### config.mk
export PLATFORM = sky130hd
export DESIGN_NAME = serial_irq_arbiter
export DESIGN_NICKNAME = d
export VERILOG_FILES = /design/src/rtl/serial_irq_pkg.sv /design/src/rtl/irq_enable_reg.sv /design/src/rtl/txe_pending.sv /design/src/rtl/irq_prio_enc.sv /design/src/rtl/serial_irq_arbiter.sv
export SDC_FILE = /design/constraint.sdc
export NUM_CORES = 1
export LEC_CHECK = 0
export BUFFER_PORTS_ARGS = -buffer_cell sky130_fd_sc_hd__buf_2
export CAP_MARGIN = 20
export CORE_UTILIZATION = 35
export DETAILED_ROUTE_END_ITERATION = 8
export HOLD_SLACK_MARGIN = 0.03
export PLACE_DENSITY_LB_ADDON = 0.05
export RECOVER_POWER = 25
export SYNTH_ARGS = -nofsm -noshare
export SYNTH_HDL_FRONTEND = slang
export SYNTH_SLANG_ARGS = --single-unit
export TNS_END_PERCENT = 10
### constraint.sdc
create_clock -name clk_i -period 2.2 [get_ports clk_i]
set_input_delay 0.11 -clock clk_i [delete_from_list [all_inputs] [get_ports clk_i]]
set_output_delay 0.11 -clock clk_i [all_outputs]
set_load 0.02 [all_outputs]
### src/rtl/serial_irq_pkg.sv
package serial_irq_pkg;
  localparam int REG_W   = 8;
  localparam int EN_W    = 4;
  localparam int NUM_SRC = 5;

  localparam int EN_RX    = 0;
  localparam int EN_TXE   = 1;
  localparam int EN_LINE  = 2;
  localparam int EN_MODEM = 3;

  typedef enum logic [3:0] {
    ID_MODEM = 4'h0,
    ID_NONE  = 4'h1,
    ID_TXE   = 4'h2,
    ID_RXD   = 4'h4,
    ID_LINE  = 4'h6,
    ID_TMO   = 4'hC
  } irq_id_e;

  // rank 0 is highest
  function automatic irq_id_e rank_id(input int rank);
    case (rank)
      0:       return ID_LINE;
      1:       return ID_TMO;
      2:       return ID_RXD;
      3:       return ID_TXE;
      default: return ID_MODEM;
    endcase
  endfunction
endpackage

### src/rtl/irq_enable_reg.sv
module irq_enable_reg
  import serial_irq_pkg::*;
(
  input  logic             clk_i,
  input  logic             rst_ni,
  input  logic             wr_i,
  input  logic [REG_W-1:0] wdata_i,
  output logic [EN_W-1:0]  en_o
);
  always_ff @(posedge clk_i or negedge rst_ni) begin
    if (!rst_ni)   en_o <= '0;
    else if (wr_i) en_o <= wdata_i[EN_W-1:0];
  end

  AST_IER_LOW_BITS: assert property (@(posedge clk_i) disable iff (!rst_ni)
    wr_i |=> en_o == $past(wdata_i[EN_W-1:0]));
endmodule

### src/rtl/txe_pending.sv
module txe_pending
  import serial_irq_pkg::*;
(
  input  logic    clk_i,
  input  logic    rst_ni,
  input  logic    xmit_done_i,
  input  logic    ier_wr_i,
  input  logic    thr_empty_i,
  input  logic    thr_wr_i,
  input  logic    id_rd_i,
  input  irq_id_e cur_id_i,
  output logic    pend_o
);
  logic set_ev, clr_ev;

  assign set_ev = xmit_done_i | (ier_wr_i & thr_empty_i);
  assign clr_ev = thr_wr_i | (id_rd_i & (cur_id_i == ID_TXE));

  // set wins over a same-cycle clear
  always_ff @(posedge clk_i or negedge rst_ni) begin
    if (!rst_ni)     pend_o <= 1'b0;
    else if (set_ev) pend_o <= 1'b1;
    else if (clr_ev) pend_o <= 1'b0;
  end

  AST_TXE_RD_CLR: assert property (@(posedge clk_i) disable iff (!rst_ni)
    (id_rd_i && cur_id_i == ID_TXE && !xmit_done_i && !(ier_wr_i && thr_empty_i))
    |=> !pend_o);
  AST_TXE_WR_CLR: assert property (@(posedge clk_i) disable iff (!rst_ni)
    (thr_wr_i && !xmit_done_i && !(ier_wr_i && thr_empty_i)) |=> !pend_o);
  AST_TXE_SET: assert property (@(posedge clk_i) disable iff (!rst_ni)
    (xmit_done_i || (ier_wr_i && thr_empty_i)) |=> pend_o);
endmodule

### src/rtl/irq_prio_enc.sv
module irq_prio_enc
  import serial_irq_pkg::*;
#(
  parameter int CNT_W = 5
) (
  input  logic [EN_W-1:0]  en_i,
  input  logic [3:0]       line_err_i,
  input  logic             tmo_i,
  input  logic             data_ready_i,
  input  logic             fifo_en_i,
  input  logic [CNT_W-1:0] rx_count_i,
  input  logic [CNT_W-1:0] rx_level_i,
  input  logic             txe_pend_i,
  input  logic [3:0]       modem_delta_i,
  output irq_id_e          id_o
);
  logic [NUM_SRC-1:0] req;
  logic               rx_qual;

  assign rx_qual = data_ready_i & (!fifo_en_i || (rx_count_i >= rx_level_i));

  // index = rank
  assign req[0] = en_i[EN_LINE]  & (|line_err_i);
  assign req[1] = en_i[EN_RX]    & tmo_i;
  assign req[2] = en_i[EN_RX]    & rx_qual;
  assign req[3] = en_i[EN_TXE]   & txe_pend_i;
  assign req[4] = en_i[EN_MODEM] & (|modem_delta_i);

  irq_id_e rank_ids [NUM_SRC];
  for (genvar g = 0; g < NUM_SRC; g++) begin : g_ids
    assign rank_ids[g] = rank_id(g);
  end

  always_comb begin
    id_o = ID_NONE;
    for (int i = NUM_SRC - 1; i >= 0; i--) begin
      if (req[i]) id_o = rank_ids[i];
    end
  end
endmodule

### src/rtl/serial_irq_arbiter.sv
module serial_irq_arbiter
  import serial_irq_pkg::*;
#(
  parameter int CNT_W = 5
) (
  input  logic             clk_i,
  input  logic             rst_ni,
  input  logic             ier_wr_i,
  input  logic [7:0]       ier_wdata_i,
  output logic [7:0]       ier_o,
  input  logic             iir_rd_i,
  output logic [7:0]       iir_o,
  input  logic             thr_wr_i,
  input  logic             thr_empty_i,
  input  logic             xmit_done_i,
  input  logic             fifo_en_i,
  input  logic [3:0]       line_err_i,
  input  logic             char_tmo_i,
  input  logic             data_ready_i,
  input  logic [CNT_W-1:0] rx_count_i,
  input  logic [CNT_W-1:0] rx_level_i,
  input  logic [3:0]       modem_delta_i,
  output logic             irq_o
);
  logic [EN_W-1:0] en_q;
  logic            txe_pend;
  irq_id_e         cur_id;

  irq_enable_reg u_en (
    .clk_i   (clk_i),
    .rst_ni  (rst_ni),
    .wr_i    (ier_wr_i),
    .wdata_i (ier_wdata_i),
    .en_o    (en_q)
  );

  txe_pending u_txe (
    .clk_i       (clk_i),
    .rst_ni      (rst_ni),
    .xmit_done_i (xmit_done_i),
    .ier_wr_i    (ier_wr_i),
    .thr_empty_i (thr_empty_i),
    .thr_wr_i    (thr_wr_i),
    .id_rd_i     (iir_rd_i),
    .cur_id_i    (cur_id),
    .pend_o      (txe_pend)
  );

  irq_prio_enc #(.CNT_W(CNT_W)) u_enc (
    .en_i          (en_q),
    .line_err_i    (line_err_i),
    .tmo_i         (char_tmo_i),
    .data_ready_i  (data_ready_i),
    .fifo_en_i     (fifo_en_i),
    .rx_count_i    (rx_count_i),
    .rx_level_i    (rx_level_i),
    .txe_pend_i    (txe_pend),
    .modem_delta_i (modem_delta_i),
    .id_o          (cur_id)
  );

  assign ier_o = {{(REG_W-EN_W){1'b0}}, en_q};
  assign iir_o = {{2{fifo_en_i}}, 2'b00, cur_id};
  assign irq_o = (cur_id != ID_NONE);

  AST_LINE_TOP: assert property (@(posedge clk_i) disable iff (!rst_ni)
    (ier_o[EN_LINE] && |line_err_i) |-> iir_o[3:0] == ID_LINE);
  AST_TMO_GATED: assert property (@(posedge clk_i) disable iff (!rst_ni)
    !ier_o[EN_RX] |-> iir_o[3:0] != ID_TMO);
  AST_FIFO_TAG: assert property (@(posedge clk_i) disable iff (!rst_ni)
    iir_o[7:4] == {fifo_en_i, fifo_en_i, 2'b00});
  AST_IRQ_LEVEL: assert property (@(posedge clk_i) disable iff (!rst_ni)
    irq_o == (iir_o[3:0] != ID_NONE));
endmodule

Word level (Yosys, flattened, before mapping):

Index checks and enable logic that the tools add are counted.
Widths: inputs -> output; s select.

* register bits: 5
* input port bits: 36
* output and inout bits: 17
* word-level logic and storage cells: 27

* magnitude comparators: 1
* eq/ne operators: 2
* multiplexer cells: 7
* bitwise gates (word level): 10
* reduce and logical (&&, ||, !) cells: 5

Operator list (count)
* $and 1x1->1: 8
* $mux 4: 2
* $reduce_or 4->1: 2
* $ge 5x5->1: 1
* $eq 4x2->1 const B: 1
* $ne 4x1->1 const B: 1
* $mux 1: 3
* $mux 3: 1
* $mux 2: 1
* $or 1x1->1: 2
* $reduce_bool 2->1: 1
* $logic_not 1->1: 1
* $logic_or 1x1->1: 1

Longest topological paths before layout:

Gate-level depths: netlist (run 1).

* depth in word-level cells: 12
* gate-level depth with buffers: 7

By module:

Synthesis (run 1) repeated with hierarchy kept, for this count alone.

* cell total of the unflattened synthesis: 53
* area, all modules: 503.0 sq um

By module, submodules not included
* irq_prio_enc: times used 1, cells an instance 29, area an instance 227.7 sq um
* irq_enable_reg: times used 1, cells an instance 8, area an instance 145.1 sq um
* serial_irq_arbiter: times used 1, cells an instance 10, area an instance 73.8 sq um
* txe_pending: times used 1, cells an instance 6, area an instance 56.3 sq um

Least setup slack after synthesis (run 1):

OpenSTA, ideal clock, no wires.

* path type: input port to output port
* from: in rx_level_i[4]
* to: out iir_o[0]
* arrival: 1.232 ns
* path slack: 0.858 ns
* stages on the path: 7
* path through: inv_1 ha_1 nand2_1 nand3b_1 a21o_1 a21oi_2 and4_1

* longest elaborated chain between the ends: 7

RTL lines
* from (decl): RTL line serial_irq_arbiter.sv:21 `input logic [CNT_W-1:0] rx_level_i,`
* $ge 5x5->1: RTL line irq_prio_enc.sv:20 `assign rx_qual = data_ready_i & (!fifo_en_i || (rx_count_i >= rx_level_i));`
* $logic_or 1x1->1: RTL line irq_prio_enc.sv:20
* $and 1x1->1: RTL line irq_prio_enc.sv:20
* $and 1x1->1: RTL line irq_prio_enc.sv:25 `assign req[2] = en_i[EN_RX] & rx_qual;`
* $mux 3: RTL line irq_prio_enc.sv:37 `if (req[i]) id_o = rank_ids[i];`
* $mux 4 (2 in series): RTL line irq_prio_enc.sv:37
* to (decl): RTL line serial_irq_arbiter.sv:12 `output logic [7:0] iir_o,`

No other way between the ends.

Final worst setup path (run 1):

* from: in rx_count_i[4]
* to: out iir_o[0]

* longest elaborated chain between the ends: 7

RTL lines
* from (decl): RTL line serial_irq_arbiter.sv:20 `input logic [CNT_W-1:0] rx_count_i,`
* $ge 5x5->1: RTL line irq_prio_enc.sv:20
* $logic_or 1x1->1: RTL line irq_prio_enc.sv:20
* $and 1x1->1: RTL line irq_prio_enc.sv:20
* $and 1x1->1: RTL line irq_prio_enc.sv:25
* $mux 3: RTL line irq_prio_enc.sv:37
* $mux 4 (2 in series): RTL line irq_prio_enc.sv:37

No other way between the ends.

==> results.toml, run 1 <==
[yosys]
ys.warnings.count = 0
synth_top_area_cell = "dfrtp_1"
synth.area.top_cells = "dfrtp_1, ha_1, buf_4"
synth.avg_cell_area_sq_um = 9.396
yosysUniqueCellTypes = 22
synth_seq_cells = 5
synthAdderAreaFrac = 0.1305
synth_top_family_by_area = "compound AO/OA/AOI/OAI gates"
yosysMostFrequentCell = "buf_4"
synth_compound_area_frac = 0.1828
synth_xor_area_frac = 0
syn-cell-area_sq_um = 479.2
synthTopCellsByCount = "buf_4, dfrtp_1, ha_1, inv_1, mux2_2"
synth-seq-area-share = 0.2611
yosysTopAreaCellShare = 0.2611
synth_edf_count = 0
ys.flop_type = "dfrtp_1"
synthCells = 51
synth_mux_area_frac = 0.09399
async_flop_share = 1.000
synth-simple-area-share = 0.1514

[clocking]
clock_latency_ns = 0.24
htree_num_levels = 1
cts_tree = "built"
cts_root_buf = "clkbuf_4"
post-cts-setup-buffer-count = 0
cts_sinks = 5
clock_path_buffers = 2
cts_buffers = 3
clkTransAtPathRegs_ns = 0.04

[pwr]
power.leakage_nw = 0.4003
p_per_area_mw_per_mm2 = 501.9
ir_worst_vdd_v = 0.0003056
finalPower_w = 0.0003517

[global_routing]
grt_pass1_wl_um = 1518
grt-ovfl-total = 0
grt_max_degree = 6
first_global_vias = 379
antenna_found_initial = 0
grt_usage = 0.1509

[worst_setup_path]
critical_path_class = "input pin to primary output"
crit_chain = "buf_2 -> ha_1 -> nand2_1 -> nand3b_1 -> a21o_1 -> a21oi_2 -> and4_1 -> buf_2"
rr_startpoint = "u_en.en_o[0]"
r2r_cells = 4
crit_buf_inv = 2
endpoint_kind = "primary output"
worstPathMaxFanout = 5
critPathTopFamily = "compound AO/OA/AOI/OAI gates"
cp-start-kind = "input pin"
crit_arrival_ns = 1.45
cp.depth = 8
slowest_delay_ns = 0.30
cp_slowest_cell = "ha_1"
crit_path_start = "rx_count_i[4]"
crit_top_cell = "buf_2"
worstPathRequired_ns = 2.09

[routing]
drtPass1Iterations = 2
drt_wl_total_um = 964
ant_nets = 0
vias = 485
wl_per_cell_um = 8.844
routed_via_density = 4.450
drc = 0
drt_iter0_markers = 2

[floorplanning]
dieHeight_um = 39
ioPinCount = 53
die_x_um = 39
dieArea_sq_mm = 0.001521
start_util = 0.4040
core_area_sq_mm = 0.001186
num_rows = 12

[layout]
fillers = 111
postLayoutCoreUtil = 0.5907
fin_cells = 109
final_layout_size_suffix_gt1_frac = 0.5474
num_antenna_cells = 0
regArea_sq_um = 125.1
multi_input_area_sq_um = 290.3
area_growth_pct = 46.21
layout.nets = 137

[placement]
gp_congestion = 0.5903
io_buffers = 42
place_inst = 104

[timing]
fin_crit_sh = 0.7074
rsz0062_at_grt = "false"
period_needed_ns = 1.556
finalClockSkew_ns = 0.004828
final_hold_viol_count = 0
setup_tns_ns = 0
finalMaxSlewViolations = 0
fmax_mhz = 642.5
setup_viol = 0

[min_path]
hold_class = "input pin to flop"
hp-start = "ier_wdata_i[2]"
holdPathStages = 2

[status]
status = "completed"

[flow_run]
drv_cap = 0
[registers in the layout, summed over array words and instances, names as in the netlist]
name,flops
u_en.en_o,4
u_txe.pend_o,1
[worst register-to-register path: stages, from the launching register on]
cell     delay, ns
dfrtp_1       0.42
nand4_1       0.10
a21oi_2       0.04
a21oi_2       0.20
a22oi_1       0.10
[power breakdown]
group,total [W],internal [W],switching (W)
sequential,0.000111,0.000101,0.00000975
clock,0.000105,0.0000685,0.0000365
combinational,0.000136,0.0000609,0.0000746
total,0.000352,0.000231,0.000121
[layer usage]
layer | part of all wire | track usage | routed length, um | vias up
li1 | - | - | - | 257
met1 | 0.46 | 0.1923 | 440 | 199
met2 | 0.45 | 0.2208 | 438 | 29
met3 | 0.088 | 0.03468 | 85 | 0
met4 | 0 | 0.1034 | 0 | 0
met5 | 0 | 0 | 0 | -
[path summary, 6_finish.rpt]
check	to	slack [ns]
max	iir_o[0]	0.64
max reg2reg	u_txe.pend_o	1.21
min	u_en.en_o[2]	0.1
min reg2reg	u_en.en_o[3]	0.54
max in group asynchronous	u_en.en_o[1]	1.72
min in group asynchronous	u_en.en_o[2]	0.26
[per-stage QoR]
| stage | cell area, sq um | hold slack (ns) | worst slack, ns |
|---|---|---|---|
| after floorplan | 498.0 | -0.1856 | 0.8584 |
| after global placement | 665.6 | -0.07089 | 0.6419 |
| after detailed placement | 665.6 | -0.06993 | 0.6382 |
| after CTS | 701.9 | 0.09238 | 0.6326 |
| after global routing | 700.7 | 0.09609 | 0.5448 |
| final | 700.7 | 0.09822 | 0.6437 |
[layout make-up]
cell class	count	area share
clock buffers	4	0.03750
inverters	6	0.03214
multi-input cells	37	0.4143
flip-flops and latches	5	0.1786
well taps	14	0.02500
repair buffers	43	0.3125
[logic make-up (layout without fill, tap and decap cells)]
family | after synthesis | in the layout
compound gates | 9 | 9
fa+ha+maj | 5 | 5
buf+inv | 14 | 53
flops | 5 | 5
mux | 4 | 4
other cells | 1 | 6
simple gates | 13 | 13
[repair_timing]
action	in CTS	in global routing
hold buffers	1	0
endpoints found under the setup margin	0	0
gates resized for setup	0	0
hold endpoints to repair	5	0
[cell usage in the layout, fill, tap and decap left out]
master,netlist,final
buf_2,0,41
conb_1,1,6
inv_1,5,5
ha_1,5,5
dfrtp_1,5,5
mux2_2,4,4
nand2_1,3,3
clkbuf_4,0,3
nand2b_1,2,2
nand3_1,2,2
a21oi_1,2,2
nand4_1,2,2
a21oi_2,2,2
clkbuf_1,0,2
o41ai_4,1,1
nand3b_1,1,1
a21o_1,1,1
inv_2,1,1
a31o_1,1,1
o41ai_1,1,1
and4_1,1,1
and3_1,1,1
nor2_1,1,1
a22oi_1,1,1
dlygate4sd3_1,0,1
(Power assumes the default switching activity.)
==> run 2, diff against run 1 <==
--- a/config.mk
+++ b/config.mk
@@ -7,7 +7,8 @@
 export LEC_CHECK = 0
 export BUFFER_PORTS_ARGS = -buffer_cell sky130_fd_sc_hd__buf_2
 export CAP_MARGIN = 20
-export CORE_UTILIZATION = 35
+export CORE_ASPECT_RATIO = 1.2
+export CORE_UTILIZATION = 29
 export DETAILED_ROUTE_END_ITERATION = 8
 export HOLD_SLACK_MARGIN = 0.03
 export PLACE_DENSITY_LB_ADDON = 0.05
==> constraint.sdc (replaced) <==
create_clock -name clk_i -period 1.3 [get_ports clk_i]
set_input_delay 0.065 -clock clk_i [delete_from_list [all_inputs] [get_ports clk_i]]
set_output_delay 0.065 -clock clk_i [all_outputs]
set_load 0.02 [all_outputs]
==> run 2 against run 1 <==
Against the previous run:
- the run now ends with setup timing left
- non-clock buffer count is 4 higher
- design area rose by 8.9%
- routed wire length up 19%
- core utilization fell by 7.6 points
- critical endpoint unchanged
- largest power group unchanged
- highest routed layer is now met4
==> results.toml, run 2 (synthesis gave the netlist of run 1 again) <==
[routing]
drt_wl_total_um = 1147
vias = 521
drt_iter0_markers = 0
drc = 0
routed_via_density = 4.491
drtPass1Iterations = 1
wl_per_cell_um = 9.888
ant_nets = 0

[clocking]
htree_num_levels = 1
clkTransAtPathRegs_ns = 0.04
clock_latency_ns = 0.24
cts_buffers = 3
cts_sinks = 5
cts_root_buf = "clkbuf_4"
cts_tree = "built"
clock_path_buffers = 2

[pwr]
power.leakage_nw = 0.4215
p_per_area_mw_per_mm2 = 822.6
ir_worst_vdd_v = 0.0004914

[layout]
fillers = 159
layout_commonest_cell = "buf_2"
regMostFlops = "u_en.en_o"
final_cell_area_sq_um = 763.2
final_layout_size_suffix_gt1_frac = 0.5960
final_cell_mix = "buf_2, conb_1, dfrtp_1"
largest_reg_flops = 4
num_antenna_cells = 0
layout.nets = 141
reg_top3 = "u_en.en_o x4, u_txe.pend_o x1"
area_growth_pct = 59.27

[worst_setup_path]
worstPathMaxFanout = 5
worstPathRequired_ns = 1.24
endpoint_kind = "primary output"
rr_startpoint = "u_en.en_o[0]"
timing.rr.end = "u_txe.pend_o"
critical_path_class = "input pin to primary output"
endpoint = "iir_o[0]"
crit_path_start = "rx_count_i[4]"
r2r_slack_ns = 0.37
cp-start-kind = "input pin"
r2r_cells = 4
crit_arrival_ns = 1.29

[timing]
setup_tns_ns = -0.1479
period_needed_ns = 1.356
final_hold_viol_count = 0
rsz0062_at_grt = "true"
fin_crit_sh = 1.043
finalWorstSetupSlack_ns = -0.05596
finalMaxSlewViolations = 0
setup_viol = 3
fmax_mhz = 737.5
finalClockSkew_ns = 0.001050

[floorplanning]
dieArea_sq_mm = 0.001820
die_x_um = 39.11
ioPinCount = 53
dieHeight_um = 46.53
num_rows = 15
start_util = 0.3232
core_area_sq_mm = 0.001483

[global_routing]
grt_pass1_wl_um = 1649
antenna_found_initial = 0
grt-ovfl-total = 0
grt_usage = 0.1386
first_global_vias = 445
grt_max_degree = 6

[placement]
dpl.hpwl_um = 947.6
place_area_sq_um = 669.4
gp_congestion = 0.6969
io_buffers = 42
pre_cts_slack_ns = -0.1672

[status]
status = "finished, violations left"
violations = "setup timing"

[flow_run]
drv_cap = 0

[min_path]
hold_class = "input pin to flop"
==> run 2: stage by stage <==
| stage | util | power (W) | hold WS [ns] | instances |
|---|---|---|---|---|
| 2_1_floorplan | - | 0.0003404 | -0.2306 | 56 |
| 3_3_place_gp | 0.4515 | 0.0004213 | -0.1141 | 107 |
| 3_5_place_dp | 0.4515 | 0.0004235 | -0.1155 | 107 |
| 4_1_cts | 0.5004 | 0.0006303 | 0.04647 | 115 |
| 5_1_grt | 0.5148 | 0.0006807 | 0.05373 | 116 |
| 6_report | 0.5148 | 0.0006278 | 0.05773 | 116 |
==> run 2: worst min path at each step <==
stage              startpoint      endpoint  cells past startpoint
4_1_cts        ier_wdata_i[2]  u_en.en_o[2]                      2
5_1_grt        ier_wdata_i[2]  u_en.en_o[2]                      2
3_3_place_gp           rst_ni  u_en.en_o[1]                      1
6_report       ier_wdata_i[2]  u_en.en_o[2]                      2
3_5_place_dp           rst_ni  u_en.en_o[1]                      1
2_1_floorplan          rst_ni  u_en.en_o[0]                      0
==> run 2: cell type report <==
| type | count | area, sq um | area share |
|---|---|---|---|
| Inverter | 6 | 22.52 | 0.02951 |
| Clock buffer | 4 | 26.28 | 0.03443 |
| Tap cell | 17 | 21.27 | 0.02787 |
| Timing Repair Buffer | 47 | 255.2 | 0.3344 |
| Multi-Input combinational cell | 37 | 312.8 | 0.4098 |
| Sequential cell | 5 | 125.1 | 0.1639 |
==> run 2: per-layer routing <==
| metal | up-vias | GRT usage | wire (um) |
|---|---|---|---|
| met5 | - | 0 | 0 |
| met4 | 0 | 0.1241 | 10 |
| met2 | 34 | 0.2467 | 577 |
| li1 | 264 | - | - |
| met3 | 2 | 0.04348 | 135 |
| met1 | 221 | 0.1187 | 423 |
==> run 2: power breakdown <==
group / total (W) / leakage [nW] / switching (W) / internal [W]
Sequential: 0.000188 / 0.0571 / 0.0000157 / 0.000172
Combinational: 0.000268 / 0.349 / 0.000140 / 0.000127
Clock: 0.000173 / 0.0150 / 0.0000570 / 0.000116
==> run 2: timing repair <==
item,in CTS,in global routing
endpoints found under the setup margin,4,5
hold buffers,1,0
endpoints found under the hold margin,5,0
setup buffers,3,1
pin swaps,3,4
resized for setup,3,3
==> run 2: critical path: stages <==
cell      delay [ns]
buf_2           0.11
ha_4            0.24
nand2_2         0.06
nand3b_1        0.07
a21o_1          0.21
a21oi_4         0.19
and4_1          0.23
buf_6           0.12
==> run 3, diff against run 2 <==
--- a/config.mk
+++ b/config.mk
@@ -5,14 +5,15 @@
 export SDC_FILE = /design/constraint.sdc
 export NUM_CORES = 1
 export LEC_CHECK = 0
-export BUFFER_PORTS_ARGS = -buffer_cell sky130_fd_sc_hd__buf_2
 export CAP_MARGIN = 20
-export CORE_ASPECT_RATIO = 1.2
-export CORE_UTILIZATION = 29
+export CORE_AREA = 2 2 39 41
 export DETAILED_ROUTE_END_ITERATION = 8
+export DIE_AREA = 0 0 41 43
+export DONT_BUFFER_PORTS = 1
 export HOLD_SLACK_MARGIN = 0.03
 export PLACE_DENSITY_LB_ADDON = 0.05
 export RECOVER_POWER = 25
+export SLEW_MARGIN = 20
 export SYNTH_ARGS = -nofsm -noshare
 export SYNTH_HDL_FRONTEND = slang
 export SYNTH_SLANG_ARGS = --single-unit
==> run 3 against run 2 <==
Against the previous run:
- non-clock buffer count decreased by 35
- fmax grew 2.5%
- sequential power rose by 7%
- the flow still finishes with violations (setup timing)
- largest power group is now registers
- routed wire length decreased by 8.2%
- clock skew rose by 0.0011 ns
- largest cell class unchanged
- setup slack better by 0.033 ns
- sequential cell count unchanged
- critical path type is now flop to primary output
- clock power about the same
- design area fell by 21%
==> results.toml, run 3 (synthesis gave the netlist of run 1 again) <==
[status]
status = "finished, violations left"
violations = "setup timing"

[timing]
fin_crit_sh = 1.018
setup_viol = 3
finalMaxSlewViolations = 0
fmax_mhz = 755.8
rsz0062_at_grt = "true"
period_needed_ns = 1.323
final_hold_viol_count = 0
finalWorstSetupSlack_ns = -0.02303
finalClockSkew_ns = 0.002190

[routing]
route.met3.wl_um = 108
routed_via_density = 4.963
drtPass1Iterations = 3
wl_met1_um = 340
ant_nets = 0
drt_wl_total_um = 1053
wl_per_cell_um = 13.16
drt_iter0_markers = 4
vias = 397
drc = 0
wl_met2_um = 604
top_layer_used = "met3"

[pwr]
power.leakage_nw = 0.2886
p_per_area_mw_per_mm2 = 936.7
switchingPower_w = 0.0001892
p_comb_frac = 0.335
ir_worst_vdd_v = 0.0006831
p_seq_frac = 0.356
finalPower_w = 0.0005672
p_sw_frac = 0.3335
p_clk_frac = 0.310
power.internal_w = 0.0003780

[clocking]
cts_sinks = 5
cts_tree = "built"
cts_root_buf = "clkbuf_4"
htree_num_levels = 1
clock_path_buffers = 2
cts_buffers = 3
clock_latency_ns = 0.24
clkTransAtPathRegs_ns = 0.04

[floorplanning]
dieArea_sq_mm = 0.001763
num_rows = 14
die_x_um = 41
dieHeight_um = 43
core_area_sq_mm = 0.001384
ioPinCount = 53
start_util = 0.3463

[min_path]
hold_class = "input pin to flop"

[layout]
largest_reg_flops = 4
num_antenna_cells = 0
regArea_sq_um = 127.6
layout.nets = 106
fin_cells = 80
multi_input_area_sq_um = 300.3
regMostFlops = "u_en.en_o"
area_growth_pct = 26.37
final_layout_size_suffix_gt1_frac = 0.3125
fillers = 158
final_cell_area_sq_um = 605.6
final_cell_mix = "conb_1, dlygate4sd3_1, inv_1, ha_1, buf_4"
reg_top3 = "u_en.en_o x4, u_txe.pend_o x1"

[global_routing]
grt_pass1_wl_um = 1552
grt_max_degree = 6
first_global_vias = 398
antenna_found_initial = 0
grt_usage = 0.1287
grt-ovfl-total = 0

[worst_setup_path]
cp-start-kind = "flop"
r2r_slack_ns = 0.24
cp_slowest_cell = "dfrtp_2"
critical_path_class = "flop to primary output"
crit_chain = "buf_4 -> a21oi_4 -> nand4_1 -> buf_6"
worstPathMaxFanout = 5
endpoint_kind = "primary output"
crit_arrival_ns = 1.26
critPathTopFamily = "flip-flops"
crit_buf_inv = 2
slowest_delay_ns = 0.41
worstPathRequired_ns = 1.24

[placement]
place_area_sq_um = 480.5
io_buffers = 0
dpl.hpwl_um = 849.2
gp_congestion = 0.6259
place_inst = 67

[flow_run]
drv_cap = 0
-- run 3: worst paths after layout --
kind                               from            to  cells past startpoint
setup / recovery           u_en.en_o[0]         irq_o                      4
hold / removal                 thr_wr_i  u_txe.pend_o                      2
setup reg to reg           u_en.en_o[0]  u_txe.pend_o                      5
hold reg to reg            u_txe.pend_o  u_txe.pend_o                      2
max in group asynchronous        rst_ni  u_en.en_o[2]                      1
min in group asynchronous        rst_ni  u_txe.pend_o                      1
-- run 3: per-stage QoR --
step                hold WS (ns)   TNS, ns  setup WS [ns]    util
floorplan                -0.2306         0        0.04839       -
global placement         -0.2305  -0.05123       -0.05123  0.3472
detailed placement       -0.2305  -0.09498       -0.06885  0.3472
CTS                      0.03717   -0.3520       -0.09779  0.4231
global route             0.03294   -0.3002       -0.09229  0.4376
finish                   0.04046  -0.04449       -0.02303  0.4376
-- run 3: power by group through the flow --
stage | combinational, W | sequential (W) | clock [W]
final | 0.000190 | 0.000202 | 0.000176
after global placement | 0.000143 | 0.000204 | 0
after global routing | 0.000209 | 0.000204 | 0.000198
after floorplan | 0.000137 | 0.000204 | 0
after detailed placement | 0.000146 | 0.000205 | 0
after CTS | 0.000179 | 0.000203 | 0.000184
-- run 3: layout make-up --
| class | instances | area share |
|---|---|---|
| multi-input cells | 37 | 0.4959 |
| well taps | 16 | 0.03306 |
| flip-flops and latches | 5 | 0.2107 |
| repair buffers | 12 | 0.1798 |
| inverters | 6 | 0.03719 |
| clock buffers | 4 | 0.04339 |
-- run 3: what timing repair did --
action / CTS / global route
resized for setup: 3 / 3
setup endpoints to repair: 5 / 4
endpoints found under the hold margin: 9 / 0
hold buffers: 6 / 0
setup buffers: 2 / 1
pin swaps: 2 / 1
-- run 3: worst reg2reg max path, stage by stage (launching register included) --
cell and delay [ns]:
dfrtp_2 0.37, nand4_1 0.09, a21oi_2 0.16, a21oi_4 0.06
buf_4 0.13, a22oi_1 0.16
-- run 3: layer usage --
metal | vias to the layer above | GRT usage
met5 | - | 0
li1 | 193 | -
met4 | 0 | 0.02000
met1 | 184 | 0.1358
met2 | 20 | 0.2313
met3 | 0 | 0.04712
